`src/rtl/xlat_pkg.sv`:
```
package xlat_pkg;

  // Controller state: accepting lookups, or holding one for a refill
  typedef enum logic {
    XS_IDLE = 1'b0,
    XS_WAIT = 1'b1
  } xlat_state_e;

  // Width helper that never returns zero
  function automatic int unsigned safe_clog2(input int unsigned n);
    return (n > 1) ? $clog2(n) : 1;
  endfunction

endpackage

```
`src/rtl/xlat_store.sv`:
```
module xlat_store
  import xlat_pkg::*;
#(
  parameter int SETS  = 16,
  parameter int WAYS  = 4,
  parameter int TAG_W = 16,
  parameter int PPN_W = 22,
  localparam int IDX_W = safe_clog2(SETS),
  localparam int WAY_W = safe_clog2(WAYS),
  localparam int ENT_W = TAG_W + PPN_W + 1
) (
  input  logic                        clk,
  input  logic                        rst,
  input  logic                        flush,
  input  logic [IDX_W-1:0]            rd_idx,
  output logic [WAYS-1:0][TAG_W-1:0]  rd_tag,
  output logic [WAYS-1:0][PPN_W-1:0]  rd_ppn,
  output logic [WAYS-1:0]             rd_ro,
  output logic [WAYS-1:0]             rd_vld,
  input  logic                        wr_en,
  input  logic [IDX_W-1:0]            wr_idx,
  input  logic [WAYS-1:0]             wr_way,
  input  logic                        wr_rr_adv,
  input  logic [TAG_W-1:0]            wr_tag,
  input  logic [PPN_W-1:0]            wr_ppn,
  input  logic                        wr_ro,
  output logic [WAYS-1:0]             wr_vld,
  output logic [WAY_W-1:0]            wr_rr
);

  logic [WAYS-1:0]  vld_q [SETS];
  logic [WAY_W-1:0] rr_q  [SETS];

  // One RAM per way; no reset so it maps to memory primitives
  for (genvar w = 0; w < WAYS; w++) begin : g_way
    logic [ENT_W-1:0] mem [SETS];
    logic [ENT_W-1:0] rd_word;

    always_ff @(posedge clk) begin
      if (wr_en && wr_way[w]) begin
        mem[wr_idx] <= {wr_ro, wr_tag, wr_ppn};
      end
    end

    assign rd_word   = mem[rd_idx];
    assign rd_ro[w]  = rd_word[ENT_W-1];
    assign rd_tag[w] = rd_word[ENT_W-2 -: TAG_W];
    assign rd_ppn[w] = rd_word[PPN_W-1:0];
  end

  // Valid bits live in flops so a flush clears them all at once
  always_ff @(posedge clk) begin
    if (rst || flush) begin
      for (int s = 0; s < SETS; s++) begin
        vld_q[s] <= '0;
      end
    end else if (wr_en) begin
      vld_q[wr_idx] <= vld_q[wr_idx] | wr_way;
    end
  end

  always_ff @(posedge clk) begin
    if (rst) begin
      for (int s = 0; s < SETS; s++) begin
        rr_q[s] <= '0;
      end
    end else if (wr_en && wr_rr_adv) begin
      if (rr_q[wr_idx] == WAY_W'(WAYS - 1)) begin
        rr_q[wr_idx] <= '0;
      end else begin
        rr_q[wr_idx] <= rr_q[wr_idx] + 1'b1;
      end
    end
  end

  assign rd_vld = vld_q[rd_idx];
  assign wr_vld = vld_q[wr_idx];
  assign wr_rr  = rr_q[wr_idx];

  logic any_vld;
  always_comb begin
    any_vld = 1'b0;
    for (int s = 0; s < SETS; s++) begin
      any_vld = any_vld | (|vld_q[s]);
    end
  end


  flush_clear_chk: assert property (@(posedge clk) disable iff (rst)
    flush |=> !any_vld);

endmodule

```
`src/rtl/xlat_match.sv`:
```
module xlat_match #(
  parameter int WAYS  = 4,
  parameter int TAG_W = 16,
  parameter int PPN_W = 22
) (
  input  logic                        clk,
  input  logic                        rst,
  input  logic [TAG_W-1:0]            tag,
  input  logic [WAYS-1:0][TAG_W-1:0]  rd_tag,
  input  logic [WAYS-1:0][PPN_W-1:0]  rd_ppn,
  input  logic [WAYS-1:0]             rd_ro,
  input  logic [WAYS-1:0]             rd_vld,
  output logic                        hit,
  output logic [PPN_W-1:0]            hit_ppn,
  output logic                        hit_ro
);

  logic [WAYS-1:0] way_hit;

  always_comb begin
    hit_ppn = '0;
    hit_ro  = 1'b0;
    for (int w = 0; w < WAYS; w++) begin
      way_hit[w] = rd_vld[w] && (rd_tag[w] == tag);
      if (way_hit[w]) begin
        hit_ppn = hit_ppn | rd_ppn[w];
        hit_ro  = hit_ro | rd_ro[w];
      end
    end
    hit = |way_hit;
  end

  // refills happen only on misses, so a tag never sits in two ways
  single_hit_chk: assert property (@(posedge clk) disable iff (rst)
    $onehot0(way_hit));

endmodule

```
`src/rtl/xlat_victim.sv`:
```
module xlat_victim
  import xlat_pkg::*;
#(
  parameter int WAYS  = 4,
  localparam int WAY_W = safe_clog2(WAYS)
) (
  input  logic             clk,
  input  logic             rst,
  input  logic [WAYS-1:0]  set_vld,
  input  logic [WAY_W-1:0] set_rr,
  output logic [WAYS-1:0]  way_oh,
  output logic             use_rr
);

  logic free_found;

  always_comb begin
    free_found = 1'b0;
    way_oh     = '0;
    for (int w = 0; w < WAYS; w++) begin
      if (!set_vld[w] && !free_found) begin
        way_oh[w]  = 1'b1;
        free_found = 1'b1;
      end
    end
    if (!free_found) begin
      way_oh[set_rr] = 1'b1;
    end
    use_rr = !free_found;
  end


  victim_onehot_chk: assert property (@(posedge clk) disable iff (rst)
    $countones(way_oh) == 1);


  victim_free_chk: assert property (@(posedge clk) disable iff (rst)
    (set_vld != '1) |-> ((way_oh & set_vld) == '0));

endmodule

```
`src/rtl/xlat_cache.sv`:
```
module xlat_cache
  import xlat_pkg::*;
#(
  parameter int VPN_W = 20,
  parameter int PPN_W = 22,
  parameter int OFF_W = 12,
  parameter int SETS  = 16,
  parameter int WAYS  = 4,
  localparam int IDX_W = safe_clog2(SETS),
  localparam int TAG_W = VPN_W - IDX_W,
  localparam int WAY_W = safe_clog2(WAYS),
  localparam int PA_W  = PPN_W + OFF_W
) (
  input  logic             clk,
  input  logic             rst,
  input  logic             req_valid,
  output logic             req_ready,
  input  logic [VPN_W-1:0] req_vpn,
  input  logic [OFF_W-1:0] req_off,
  input  logic             req_write,
  output logic             resp_valid,
  output logic             resp_hit,
  output logic             resp_fault,
  output logic [PA_W-1:0]  resp_paddr,
  output logic             miss_req,
  output logic [VPN_W-1:0] miss_vpn,
  input  logic             fill_valid,
  input  logic [PPN_W-1:0] fill_ppn,
  input  logic             fill_ro,
  input  logic             flush
);

  xlat_state_e state_q;

  logic [VPN_W-1:0] pend_vpn_q;
  logic [OFF_W-1:0] pend_off_q;
  logic             pend_wr_q;

  logic [WAYS-1:0][TAG_W-1:0] rd_tag;
  logic [WAYS-1:0][PPN_W-1:0] rd_ppn;
  logic [WAYS-1:0]            rd_ro;
  logic [WAYS-1:0]            rd_vld;
  logic [WAYS-1:0]            wr_vld;
  logic [WAY_W-1:0]           wr_rr;
  logic [WAYS-1:0]            vict_oh;
  logic                       vict_rr;

  logic             any_hit;
  logic [PPN_W-1:0] hit_ppn;
  logic             hit_ro;
  logic             accept;
  logic             look_hit;
  logic             fill_take;
  logic             install;

  assign req_ready = (state_q == XS_IDLE);
  assign accept    = req_valid && req_ready;
  assign look_hit  = any_hit && !flush;
  assign fill_take = (state_q == XS_WAIT) && fill_valid;
  assign install   = fill_take && !flush;
  assign miss_vpn  = pend_vpn_q;

  xlat_store #(
    .SETS (SETS),
    .WAYS (WAYS),
    .TAG_W(TAG_W),
    .PPN_W(PPN_W)
  ) u_store (
    .clk      (clk),
    .rst      (rst),
    .flush    (flush),
    .rd_idx   (req_vpn[IDX_W-1:0]),
    .rd_tag   (rd_tag),
    .rd_ppn   (rd_ppn),
    .rd_ro    (rd_ro),
    .rd_vld   (rd_vld),
    .wr_en    (install),
    .wr_idx   (pend_vpn_q[IDX_W-1:0]),
    .wr_way   (vict_oh),
    .wr_rr_adv(vict_rr),
    .wr_tag   (pend_vpn_q[VPN_W-1:IDX_W]),
    .wr_ppn   (fill_ppn),
    .wr_ro    (fill_ro),
    .wr_vld   (wr_vld),
    .wr_rr    (wr_rr)
  );

  xlat_match #(
    .WAYS (WAYS),
    .TAG_W(TAG_W),
    .PPN_W(PPN_W)
  ) u_match (
    .clk    (clk),
    .rst    (rst),
    .tag    (req_vpn[VPN_W-1:IDX_W]),
    .rd_tag (rd_tag),
    .rd_ppn (rd_ppn),
    .rd_ro  (rd_ro),
    .rd_vld (rd_vld),
    .hit    (any_hit),
    .hit_ppn(hit_ppn),
    .hit_ro (hit_ro)
  );

  xlat_victim #(
    .WAYS(WAYS)
  ) u_victim (
    .clk    (clk),
    .rst    (rst),
    .set_vld(wr_vld),
    .set_rr (wr_rr),
    .way_oh (vict_oh),
    .use_rr (vict_rr)
  );

  always_ff @(posedge clk) begin
    if (rst) begin
      state_q    <= XS_IDLE;
      resp_valid <= 1'b0;
      resp_hit   <= 1'b0;
      resp_fault <= 1'b0;
      resp_paddr <= '0;
      miss_req   <= 1'b0;
      pend_vpn_q <= '0;
      pend_off_q <= '0;
      pend_wr_q  <= 1'b0;
    end else begin
      resp_valid <= 1'b0;
      resp_hit   <= 1'b0;
      resp_fault <= 1'b0;
      resp_paddr <= '0;
      case (state_q)
        XS_IDLE: begin
          if (accept) begin
            if (look_hit) begin
              resp_valid <= 1'b1;
              if (req_write && hit_ro) begin
                resp_fault <= 1'b1;
              end else begin
                resp_hit   <= 1'b1;
                resp_paddr <= {hit_ppn, req_off};
              end
            end else begin
              pend_vpn_q <= req_vpn;
              pend_off_q <= req_off;
              pend_wr_q  <= req_write;
              miss_req   <= 1'b1;
              state_q    <= XS_WAIT;
            end
          end
        end
        XS_WAIT: begin
          if (fill_take) begin
            miss_req   <= 1'b0;
            state_q    <= XS_IDLE;
            resp_valid <= 1'b1;
            if (pend_wr_q && fill_ro) begin
              resp_fault <= 1'b1;
            end else begin
              resp_hit   <= 1'b1;
              resp_paddr <= {fill_ppn, pend_off_q};
            end
          end
        end
        default: state_q <= XS_IDLE;
      endcase
    end
  end


  reset_quiet_chk: assert property (@(posedge clk)
    $past(rst) |-> (!resp_valid && !miss_req));


  hit_fast_chk: assert property (@(posedge clk) disable iff (rst)
    (accept && look_hit) |=> (resp_valid && !miss_req));


  miss_hold_chk: assert property (@(posedge clk) disable iff (rst)
    (miss_req && !fill_valid) |=> (miss_req && $stable(miss_vpn) && !req_ready));


  fault_zero_chk: assert property (@(posedge clk) disable iff (rst)
    resp_fault |-> (resp_paddr == '0));


  flush_miss_chk: assert property (@(posedge clk) disable iff (rst)
    (accept && flush) |=> (miss_req && !resp_valid));


  resp_exclusive_chk: assert property (@(posedge clk) disable iff (rst)
    resp_valid |-> (resp_hit != resp_fault));


  resp_idle_chk: assert property (@(posedge clk) disable iff (rst)
    !resp_valid |-> (!resp_hit && !resp_fault));

endmodule

```
`config.mk`:
```
export PLATFORM = sky130hd
export DESIGN_NAME = xlat_cache
export DESIGN_NICKNAME = d
export VERILOG_FILES = /design/src/rtl/xlat_pkg.sv /design/src/rtl/xlat_store.sv /design/src/rtl/xlat_match.sv /design/src/rtl/xlat_victim.sv /design/src/rtl/xlat_cache.sv
export SDC_FILE = /design/constraint.sdc
export NUM_CORES = 2
export LEC_CHECK = 0
export ABC_AREA = 1
export BUFFER_PORTS_ARGS = -buffer_cell sky130_fd_sc_hd__buf_4
export CAP_MARGIN = 15
export CORE_UTILIZATION = 55
export DETAILED_ROUTE_END_ITERATION = 16
export PLACE_DENSITY = 0.69
export SYNTH_ARGS = -nofsm -noshare
export SYNTH_HDL_FRONTEND = slang
export SYNTH_SLANG_ARGS = --single-unit
```
`constraint.sdc`:
```
create_clock -name clk -period 13.85 [get_ports clk]
set_clock_uncertainty 0.2 [all_clocks]
set_input_delay 2.77 -clock clk [delete_from_list [all_inputs] [get_ports clk]]
set_output_delay 2.77 -clock clk [all_outputs]
set_load 0.02 [all_outputs]
```
==> results.md <==
- Status: completed
- Crit path max fanout: ~180
- Async S/R FF share, synth: 0%
- Net switching power: around 3.8 mW
- CP required: about 14 ns
- Arr. time, crit path: approximately 9.2 ns
- PwrDens: about 140 nW/um2
- Final Cell Area: 120000 um2
- Int Pwr: ~13 mW
- Kind of critical path: primary input to flop
- WHS: about 0.26 ns
- CTS root buf: clkbuf_16
- NumNets Final: ~9000
- Setup_tns: 0 ns
- Worst-path clk slew: about 0.060 ns
- Synth top area cells: edfxtp_1, nand2_1, nand3_1
- Detailed placement HPWL: 166000 um
- Share of the synthesized area in the top cell type: between 70% and 80%
- CTS Sinks: roughly 2700
- Clock tree buffer depth: 4
- Initial antenna violation count: 7
- Wire per inst: roughly 28 um
- FP Rows: 162
- Simple-gate share of the synthesized area: 14.3%
- YS warnings: 0
- Comb power frac: 6.3%
- Worst skew pair latency: 0.92 ns
- Highest clock rate: around 0.12 GHz
- Slew HR: roughly 15%
- Die Area: between 150000 and 200000 um2
- Setup violators final: 0
- CTS buffer count: 281
- Unrepaired setup endpoints after global routing: false
- Largest family of logic cells by synthesized area: simple AND/OR/NAND/NOR gates
- Crit path capture type: flop
- Routed WL: roughly 320000 um
- Antenna-violating nets left: 0
- Seq/Total Area, Yosys: about 73%
- Die width: 446 um
- GRT Total Usage: 32.2%
- Final worst path period need: approximately 8.6 ns
- Core area: about 200000 um2
- Clock power share: about two fifths
- Initial DRC Count: approximately 11000
- Vias/cell: ~6.4
- PortBufs: around 120
- Placer congestion estimate: approximately 0.90
- Path category of the worst min-delay check: flop to flop
- Layout Utilization: between 60% and 70%
- Sw Ratio: roughly 22%
- Via count: roughly 75000
- Die H: ~450 um
- Synth Area in XOR/XNOR: less than 1%
- Seq cells post-synth: 2668
- Register Area: about 79000 um2
- Syn Std Cell Area: between 100000 and 150000 um2
- Hold_buf cts: 0
- EDFF count, synth: between 2000 and 3000
- Post-synth net total: between 9000 and 10000
- Area leader, netlist: edfxtp_1
- Detailed Routing Iterations Pass 1: 7
- Setup ws final: between 5 and 6 ns
- Setup bufs post-CTS: 0
- CTS tree: done
- Post-synthesis mux area share: less than 1%
- Adder-cell area share of the yosys netlist: less than 1%
- Max Slew Vio Count: 0
- CP Launch Type: primary input
- Max rail drop VDD: 0.139 mV
- Count of final hold-check violations: 0
- Area delta synth->final: 10.7%
- Post-synthesis compound-gate area fraction: ~8.6%
- Crit share post-route: 61.9%
- Grt total ovfl: 0
- Worst slew pin tran: 1.27 ns
- Most frequent cell after synthesis: edfxtp_1
- Pin count of the biggest net entering global routing: 227
- Main synth FF type: edfxtp_1
- Max H-tree Level: 5
- # fillers: 14711
- Vias in the first global route: 70130
- Synth cell types: 39
- Post-CTS resize count: 0
- Flop pwr share: between 50 and 60%
- Post-synth top cells: edfxtp_1, nand2_1, nor2_1
- Initial Util: between 50% and 60%
- Share of layout cells above drive strength 1: 7.96%
- Remaining DRCs: 0
- Post-Syn Instances: 8953
- Setup WS pre-CTS: around 4.7 ns
- # Max-Cap Violations: 0
- P_leak: just over 40 nW
- First-pass GRT wire length: between 400000 and 500000 um
- Register-to-Register Path Depth: 10
- Area of the multi-input gates: 25600 um2
- Top Ports: 120
- Syn Area/Cell: 12.1 um2
- Hold Crit Depth: 2
- Placed inst area: between 100000 and 150000 um2
==> flip-flops by register name (all words and copies together), names as in the netlist, named ones only <==
| name | flops |
|---|---|
| u_store.g_way.mem | 2496 |
| u_store.vld_q | 64 |
| resp_paddr | 34 |
| u_store.rr_q | 32 |
| miss_vpn | 20 |
| pend_off_q | 12 |
| miss_req | 1 |
| pend_wr_q | 1 |
| resp_fault | 1 |
| resp_hit | 1 |
| resp_valid | 1 |
| state_q | 1 |
==> power by group through the flow <==
stage | registers (mW) | clock network [mW] | logic, mW
after CTS | 8.90 | 6.91 | 1.03
after detailed placement | 9.07 | 0 | 1.02
final | 8.90 | 6.87 | 1.06
after global placement | 9.07 | 0 | 1.00
after floorplan | 9.10 | 0 | 0.570
after global routing | 8.90 | 7.21 | 1.12
==> placed cells by master, fill, tap and decap left out, types with 8 or more instances in the layout <==
| cell type | synthesis | layout |
|---|---|---|
| nor2_4 | 0 | 65 |
| or2_2 | 18 | 18 |
| inv_1 | 311 | 310 |
| o21ai_1 | 15 | 14 |
| o211ai_1 | 119 | 119 |
| dfxtp_1 | 76 | 59 |
| clkbuf_16 | 0 | 289 |
| nor2_1 | 1077 | 1002 |
| nand2_1 | 1704 | 1704 |
| o221ai_1 | 191 | 191 |
| nand4_1 | 115 | 115 |
| a221oi_1 | 17 | 17 |
| nand3_1 | 840 | 839 |
| o22ai_1 | 129 | 129 |
| dfxtp_2 | 0 | 17 |
| mux2i_1 | 18 | 18 |
| a21oi_1 | 218 | 218 |
| edfxtp_1 | 2592 | 2592 |
| a32o_1 | 33 | 33 |
| buf_4 | 19 | 251 |
| o21ai_0 | 836 | 836 |
| clkinv_2 | 0 | 27 |
| clkbuf_1 | 319 | 84 |
| nor2_2 | 2 | 12 |
| clkinv_1 | 2 | 49 |
| diode_2 | 0 | 8 |
| buf_12 | 0 | 11 |
==> critical path, stage by stage <==
cell	delay [ns]
buf_8	0.48
buf_12	0.62
buf_4	0.87
buf_4	0.86
nor2_1	0.11
nor2_1	0.12
o21ai_0	0.11
nand3_1	0.13
nand3_1	0.11
nand2_1	0.09
nand2_1	0.05
nand2_1	0.07
nand2_1	0.06
nor2_2	0.94
nand3_1	0.18
nand2_1	0.19
o21bai_4	0.08
nand2_1	0.05
buf_4	0.55
nand2_1	0.14
a21oi_1	0.17
==> cells by family after synthesis <==
logic type | after synthesis
buffers and inverters | 928
AO/OA/AOI/OAI | 1572
XOR/XNOR | 1
adder cells (fa/ha/maj) | 4
flip-flops | 2668
multiplexers | 18
AND/OR/NAND/NOR | 3762
==> stage by stage <==
step,instances,total power [mW]
after global routing,11698,17.2
final,11705,16.8
after floorplan,8953,9.67
after CTS,11693,16.8
after detailed placement,11231,10.1
after global placement,11230,10.1
==> layer usage <==
layer	GRT usage, %	wire length, um	vias to the layer above
li1	-	-	32192
met1	43.6	119000	36650
met2	50.6	150000	5029
met3	5.66	37900	864
met4	15.8	17200	4
met5	0	23	-
==> worst paths after layout <==
check | startpoint | end | slack [ns]
min reg2reg | pend_off_q[5] | pend_off_q[5] | 0.26
max reg2reg | flop | u_store.g_way[3].mem[8][36] | 8.69
min | pend_off_q[5] | pend_off_q[5] | 0.26
max | req_vpn[0] | miss_vpn[18] | 5.27
==> area by class of cell <==
cell class | instances | share of cell area (%)
Timing Repair Buffer | 270 | 1.88
Tap cell | 2624 | 2.74
Clock inverter | 85 | 0.426
Antenna cell | 8 | 0.0167
Clock buffer | 377 | 6.34
Inverter | 316 | 1.02
Multi-Input combinational cell | 5357 | 21.4
Sequential cell | 2668 | 66.2
Power figures use the tool's default switching activity.
